**config.mk**
```make
export PLATFORM = sky130hd
export DESIGN_NAME = boot_seq
export DESIGN_NICKNAME = d
export VERILOG_FILES = /design/src/rtl/boot_seq_pkg.sv /design/src/rtl/boot_seq_timer.sv /design/src/rtl/boot_seq_fsm.sv /design/src/rtl/boot_seq.sv
export SDC_FILE = /design/constraint.sdc
export NUM_CORES = 1
export LEC_CHECK = 0
export CAP_MARGIN = 25
export CORE_ASPECT_RATIO = 1.4
export CORE_MARGIN = 2
export CORE_UTILIZATION = 35
export DETAILED_ROUTE_END_ITERATION = 12
export DONT_BUFFER_PORTS = 1
export GPL_TIMING_DRIVEN = 0
export PLACE_DENSITY = 0.47
export SYNTH_ARGS = -nofsm -noshare
export SYNTH_HDL_FRONTEND = slang
export SYNTH_HIERARCHICAL = 1
export SYNTH_SLANG_ARGS = --single-unit
```
**constraint.sdc**
```tcl
create_clock -name clk_i -period 6.81 [get_ports clk_i]
set_input_delay 1.0215 -clock clk_i [delete_from_list [all_inputs] [get_ports clk_i]]
set_output_delay 1.0215 -clock clk_i [all_outputs]
set_load 0.05 [all_outputs]
```
**src/rtl/boot_seq_pkg.sv**
```systemverilog
package boot_seq_pkg;

  typedef enum logic [2:0] {
    ST_IDLE,
    ST_GFX,
    ST_LINK,
    ST_HOST,
    ST_OK,
    ST_HOLD,
    ST_FAIL
  } stage_e;

  localparam logic [7:0] CODE_NONE     = 8'h00;
  localparam logic [7:0] CODE_RST_DONE = 8'h08;
  localparam logic [7:0] CODE_NO_LINK  = 8'h09;
  localparam logic [7:0] CODE_NO_HS    = 8'h0A;

  // error code of the wait stage that timed out
  function automatic logic [7:0] code_of_stage(stage_e s);
    case (s)
      ST_GFX:  return CODE_RST_DONE;
      ST_LINK: return CODE_NO_LINK;
      ST_HOST: return CODE_NO_HS;
      default: return CODE_NONE;
    endcase
  endfunction

  // display digits "002x" where x = code - 8
  function automatic logic [15:0] disp_of_code(logic [7:0] c);
    logic [3:0] low;
    low = c[3:0] - 4'd8;
    if (c == CODE_NONE) return 16'h0000;
    return {8'h00, 4'h2, low};
  endfunction

  function automatic int max3(int a, int b, int c);
    int m;
    m = (a > b) ? a : b;
    return (m > c) ? m : c;
  endfunction

endpackage

```
**src/rtl/boot_seq_timer.sv**
```systemverilog
module boot_seq_timer #(
  parameter int CNT_W = 8
) (
  input  logic             clk_i,
  input  logic             rst_ni,
  input  logic             clear_i,
  input  logic [CNT_W-1:0] limit_i,
  output logic             last_o
);
  logic [CNT_W-1:0] cnt_q;

  always_ff @(posedge clk_i or negedge rst_ni) begin
    if (!rst_ni)                cnt_q <= '0;
    else if (clear_i)           cnt_q <= '0;
    else if (cnt_q != '1)       cnt_q <= cnt_q + 1'b1;
  end

  // final cycle of a window of limit_i cycles
  assign last_o = (cnt_q == limit_i - 1'b1);
endmodule

```
**src/rtl/boot_seq_fsm.sv**
```systemverilog
module boot_seq_fsm
  import boot_seq_pkg::*;
#(
  parameter int RST_TMO  = 1000,
  parameter int L0_TMO   = 2000,
  parameter int HS_TMO   = 50000,
  parameter int HOLD_CYC = 100,
  parameter int RETRIES  = 4,
  parameter int CNT_W    = 16,
  parameter int ATT_W    = 3
) (
  input  logic             clk_i,
  input  logic             rst_ni,
  input  logic             pwr_good_i,
  input  logic             rst_done_i,
  input  logic             link_l0_i,
  input  logic             handshake_i,
  input  logic             tmr_last_i,
  output logic             tmr_clear_o,
  output logic [CNT_W-1:0] tmr_limit_o,
  output stage_e           stage_o,
  output logic [ATT_W-1:0] attempt_o,
  output logic [7:0]       code_o,
  output logic             tmo_evt_o
);
  localparam int ATTEMPTS = RETRIES + 1;

  stage_e           stage_q, stage_d;
  logic [ATT_W-1:0] attempt_q;
  logic [7:0]       code_q;
  logic             final_att;

  function automatic logic [CNT_W-1:0] limit_of(stage_e s);
    case (s)
      ST_GFX:  return CNT_W'(RST_TMO);
      ST_LINK: return CNT_W'(L0_TMO);
      ST_HOST: return CNT_W'(HS_TMO);
      default: return CNT_W'(HOLD_CYC);
    endcase
  endfunction

  assign final_att = (attempt_q == ATT_W'(ATTEMPTS));

  always_comb begin
    stage_d   = stage_q;
    tmo_evt_o = 1'b0;
    case (stage_q)
      ST_IDLE: if (pwr_good_i) stage_d = ST_GFX;
      ST_GFX:  if (rst_done_i) stage_d = ST_LINK;
               else if (tmr_last_i) tmo_evt_o = 1'b1;
      ST_LINK: if (link_l0_i) stage_d = ST_HOST;
               else if (tmr_last_i) tmo_evt_o = 1'b1;
      ST_HOST: if (handshake_i) stage_d = ST_OK;
               else if (tmr_last_i) tmo_evt_o = 1'b1;
      ST_HOLD: if (tmr_last_i) stage_d = ST_GFX;
      default: stage_d = stage_q;
    endcase
    if (tmo_evt_o) stage_d = final_att ? ST_FAIL : ST_HOLD;
  end

  always_ff @(posedge clk_i or negedge rst_ni) begin
    if (!rst_ni) begin
      stage_q   <= ST_IDLE;
      attempt_q <= ATT_W'(1);
      code_q    <= CODE_NONE;
    end else begin
      stage_q <= stage_d;
      if (tmo_evt_o && !final_att) attempt_q <= attempt_q + 1'b1;
      if (tmo_evt_o && final_att)  code_q    <= code_of_stage(stage_q);
    end
  end

  assign tmr_clear_o = (stage_d != stage_q);
  assign tmr_limit_o = limit_of(stage_q);
  assign stage_o     = stage_q;
  assign attempt_o   = attempt_q;
  assign code_o      = code_q;
endmodule

```
**src/rtl/boot_seq.sv**
```systemverilog
module boot_seq
  import boot_seq_pkg::*;
#(
  parameter int RST_TMO  = 1000,
  parameter int L0_TMO   = 2000,
  parameter int HS_TMO   = 50000,
  parameter int HOLD_CYC = 100,
  parameter int RETRIES  = 4
) (
  input  logic        clk_i,
  input  logic        rst_ni,
  input  logic        pwr_good_i,
  input  logic        rst_done_i,
  input  logic        link_l0_i,
  input  logic        handshake_i,
  output logic        gfx_rst_no,
  output logic        host_rst_no,
  output logic        boot_ok_o,
  output logic        boot_err_o,
  output logic        retry_o,
  output logic [2:0]  attempt_o,
  output logic [7:0]  err_code_o,
  output logic [15:0] disp_code_o
);
  localparam int MAX_LIM = max3(max3(RST_TMO, L0_TMO, HS_TMO), HOLD_CYC, 1);
  localparam int CNT_W   = $clog2(MAX_LIM + 1);
  localparam int ATT_W   = 3;

  logic             tmr_clear, tmr_last, tmo_evt;
  logic [CNT_W-1:0] tmr_limit;
  stage_e           stage;
  logic [ATT_W-1:0] attempt;
  logic [7:0]       code;

  boot_seq_timer #(.CNT_W(CNT_W)) u_timer (
    .clk_i   (clk_i),
    .rst_ni  (rst_ni),
    .clear_i (tmr_clear),
    .limit_i (tmr_limit),
    .last_o  (tmr_last)
  );

  boot_seq_fsm #(
    .RST_TMO (RST_TMO), .L0_TMO (L0_TMO), .HS_TMO (HS_TMO),
    .HOLD_CYC(HOLD_CYC), .RETRIES(RETRIES), .CNT_W(CNT_W), .ATT_W(ATT_W)
  ) u_fsm (
    .clk_i       (clk_i),
    .rst_ni      (rst_ni),
    .pwr_good_i  (pwr_good_i),
    .rst_done_i  (rst_done_i),
    .link_l0_i   (link_l0_i),
    .handshake_i (handshake_i),
    .tmr_last_i  (tmr_last),
    .tmr_clear_o (tmr_clear),
    .tmr_limit_o (tmr_limit),
    .stage_o     (stage),
    .attempt_o   (attempt),
    .code_o      (code),
    .tmo_evt_o   (tmo_evt)
  );

  assign gfx_rst_no  = (stage inside {ST_GFX, ST_LINK, ST_HOST, ST_OK});
  assign host_rst_no = (stage inside {ST_HOST, ST_OK});
  assign boot_ok_o   = (stage == ST_OK);
  assign boot_err_o  = (stage == ST_FAIL);
  assign retry_o     = (stage == ST_HOLD);
  assign attempt_o   = attempt;
  assign err_code_o  = code;
  assign disp_code_o = disp_of_code(code);
endmodule

```
==> reports/qor.yml <==
die:
  number_of_top_level_design_ports: 38
  fp.dieW_um: 70.9
  area_enclosed_by_the_die_boundary_mm2: 0.00693
  design.core.area_mm2: 0.00613
  initial_core_util: 0.358
  row_count: 34
  chipHeight_um: 97.7
setup_path:
  path_depth: 21
  timing.critical_path.cells: "buf_2 > nand2_1 > o21ai_1 > inv_2 > or3_1 > clkbuf_4 > nor3_1 > xnor2_1 > nor4_1 > nand4_1 > a211oi_2 > nand2_1 > o221ai_1 > nand2_1 > nand3_1 > buf_2 > and4b_1 > and4_1 > a211o_1 > or3_1 > a21oi_1"
  cpMaxStageDelayCell: "sky130_fd_sc_hd__dfrtp_1"
  critical_path.startpoint: "u_fsm/stage_o[1]"
  critPathLaunchType: "flop"
  worst_ep_required_time_ns: 7.02
  timing.setup.critical_path_class: "reg -> reg"
  critical-path-max-stage-delay_ns: 0.49
  path_common_cell: "sky130_fd_sc_hd__nand2_1"
  top_delay_family_on_crit_path: "simple AND/OR/NAND/NOR gates"
  critPathCaptureType: "flop"
  crit_path_end: "u_timer/cnt_q[13]"
  regToRegStartpoint: "u_fsm/stage_o[1]"
  worst_r2r_path_depth: 21
  worst-endpoint-arrival_ns: 5.48
  r2r_setup_slack_ns: 1.54
  regToRegEndpoint: "u_timer/cnt_q[13]"
  critical_path_peak_fanout: 10
  path_buf_inv: 4
placed_design:
  pre_cts_ws_ns: 1.55
  gp_congestion: 0.749
  dp.final_hpwl_um: 3770
  place.port_buffers: 0
logic_synthesis:
  netlist_top_cells_area: "sky130_fd_sc_hd__dfrtp_1 27%, sky130_fd_sc_hd__buf_4 8.2%, sky130_fd_sc_hd__xnor2_1 6.8%"
  yosys.cell_types.count: 59
  syn-instance-count: 266
  ys_async_sr_fraction: 1.00
  synth_top_area_frac: 0.274
  synth.ff_latch_count: 25
  netlist.top_cell.by_area: "sky130_fd_sc_hd__dfrtp_1"
  ys_warnings: 6
  synth_sequential_area_ratio: 0.286
  ys.flop_type: "sky130_fd_sc_hd__dfrtp_1"
  syn-cell-area_mm2: 0.00219
  syn_avg_cell_area_um2: 8.25
  synthTopCellsByCount: "24 x sky130_fd_sc_hd__buf_4, 24 x sky130_fd_sc_hd__dfrtp_1, 24 x sky130_fd_sc_hd__nor2_1"
  synth-edff-count: 0
global_route:
  globalRouteOverflowTotal: 0
  grt_use_total: 0.142
  grt_max_degree: 26
  wire_length_of_the_first_global_routing_pass_um: 7930
  vias_in_the_first_global_route: 1663
  initial_antenna_violation_count: 0
timing:
  post-route-worst-setup-slack_ns: 1.54
  rsz0062_at_grt: "false"
  finalSetupViolCount: 0
  max_slew_margin: 0.273
  slew_viol_final: 0
  post-route-min-period_ns: 5.27
  achievable-frequency_mhz: 190
  fin_worst_skew_ns: 0.00327
  worst_pin_slew_ns: 1.08
  finalSetupTns_ns: 0
  period_share: 0.775
  finalHoldViolCount: 0
clock_tree:
  number_of_buffers_inserted_for_hold_repair_after_clock_tree_synthesis: 0
  ctsRootBufferMaster: "sky130_fd_sc_hd__clkbuf_8"
  insertion_delay_ns: 0.27
  cts_made_buffers: 3
  max-clock-path-buffers: 2
  post-cts-setup-buffers: 0
  clock_sinks: 25
  level_count_of_the_clock_h_tree: 1
  tritoncts: "done"
  post_cts.resized_instances: 0
  path_clk_slew_ns: 0.09
power_and_ir_drop:
  power_density_cells_mw_per_mm2: 308
  peakVddDrop_v: 0.000106
  leakagePower_nw: 1.04
detailed_routing:
  drt_iter0_drc: 49
  drtPass1Iterations: 4
  detail_route.drc_violations: 0
  routed_via_count: 1782
  route.detailed.wl_per_inst_um: 13.5
  post_drt_via_cell_ratio: 4.94
  postRouteWirelength_um: 4860
  ant_nets: 0
finish:
  design.final.nets: 300
  area.growth.synth_to_final_pct: 9.41
  ff_latch_area_um2: 627
  multiInputGateArea_mm2: 0.00136
  layout_cell_share_with_drive_strength_beyond_1: 0.156
  fill_cells: 671
  antennaDiodeCount: 0
  core_util_final: 0.392
flow_run:
  drv.max_cap_violation_count: 0
worst_hold_path:
  holdCritPathClass: "in -> async"
status:
  status: "completed"
-- sequential cells by signal (all words and copies together) (netlist names) --
register and cells:
u_fsm/stage_o 3, u_fsm/attempt_o 3, u_fsm/code_o 3, u_timer/cnt_q 16
-- worst min path at each step --
stage / slack [ns] / startpoint / to
2_1_floorplan: 0.51 / u_timer/cnt_q[2] / u_timer/cnt_q[2]
3_3_place_gp: 0.58 / u_timer/cnt_q[1] / u_timer/cnt_q[1]
3_5_place_dp: 0.59 / u_timer/cnt_q[2] / u_timer/cnt_q[2]
4_1_cts: 0.42 / rst_ni / u_fsm/attempt_o[1]
5_1_grt: 0.40 / rst_ni / u_timer/cnt_q[12]
6_report: 0.43 / rst_ni / u_timer/cnt_q[12]
-- per-stage QoR --
stage,hold WS [ns],power (mW),std cells,cell area (um2)
after CTS,0.415,0.744,361,2400
final,0.430,0.740,361,2400
after detailed placement,0.588,0.645,357,2360
after global routing,0.404,0.804,361,2400
after global placement,0.581,0.647,357,2360
after floorplan,0.511,0.572,285,2270
-- report_power, final --
part / internal (mW) / switching [mW] / total (mW)
Combinational: 0.157 / 0.296 / 0.454
Clock: 0.0419 / 0.0505 / 0.0925
Sequential: 0.164 / 0.0293 / 0.194
-- cells in the final DEF, fill, tap and decap left out, types with 3 or more instances in the layout --
| cell type | instances |
|---|---|
| sky130_fd_sc_hd__o21ai_0 | 9 |
| sky130_fd_sc_hd__and3_1 | 4 |
| sky130_fd_sc_hd__or3_1 | 7 |
| sky130_fd_sc_hd__nand3b_1 | 3 |
| sky130_fd_sc_hd__nor4_1 | 6 |
| sky130_fd_sc_hd__o31ai_1 | 4 |
| sky130_fd_sc_hd__xor2_1 | 13 |
| sky130_fd_sc_hd__buf_2 | 5 |
| sky130_fd_sc_hd__clkbuf_8 | 3 |
| sky130_fd_sc_hd__xnor2_1 | 17 |
| sky130_fd_sc_hd__a21oi_1 | 11 |
| sky130_fd_sc_hd__buf_4 | 24 |
| sky130_fd_sc_hd__ha_1 | 4 |
| sky130_fd_sc_hd__conb_1 | 22 |
| sky130_fd_sc_hd__nor2b_1 | 5 |
| sky130_fd_sc_hd__clkbuf_1 | 8 |
| sky130_fd_sc_hd__mux2i_1 | 4 |
| sky130_fd_sc_hd__nor2_1 | 24 |
| sky130_fd_sc_hd__nand4_1 | 4 |
| sky130_fd_sc_hd__nand2b_1 | 3 |
| sky130_fd_sc_hd__dfrtp_1 | 24 |
| sky130_fd_sc_hd__inv_1 | 9 |
| sky130_fd_sc_hd__nand3_1 | 8 |
| sky130_fd_sc_hd__nand2_1 | 21 |
| sky130_fd_sc_hd__nor3_1 | 5 |
-- cell type report --
type | instances | area share
inverters | 10 | 0.0156
plain buffers | 37 | 0.0995
multi-input cells | 213 | 0.567
flip-flops and latches | 25 | 0.261
clock buffers | 4 | 0.0188
well taps | 72 | 0.0375
-- layer usage --
| metal | global-route usage | part of all wire |
|---|---|---|
| met5 | 0 | 0 |
| met2 | 0.270 | 0.53 |
| met4 | 0.0406 | 0.010 |
| met3 | 0.0259 | 0.048 |
| met1 | 0.156 | 0.41 |
-- cell families after synthesis --
| family | after synthesis | synth area share |
|---|---|---|
| compound gates | 45 | 0.136 |
| xor+xnor | 30 | 0.120 |
| fa+ha+maj | 4 | 0.0228 |
| buf+inv | 47 | 0.126 |
| flops | 25 | 0.286 |
| mux | 7 | 0.0353 |
| other cells | 3 | 0.00513 |
| simple gates | 105 | 0.270 |
Note: power is estimated with default switching activity, not from simulation.
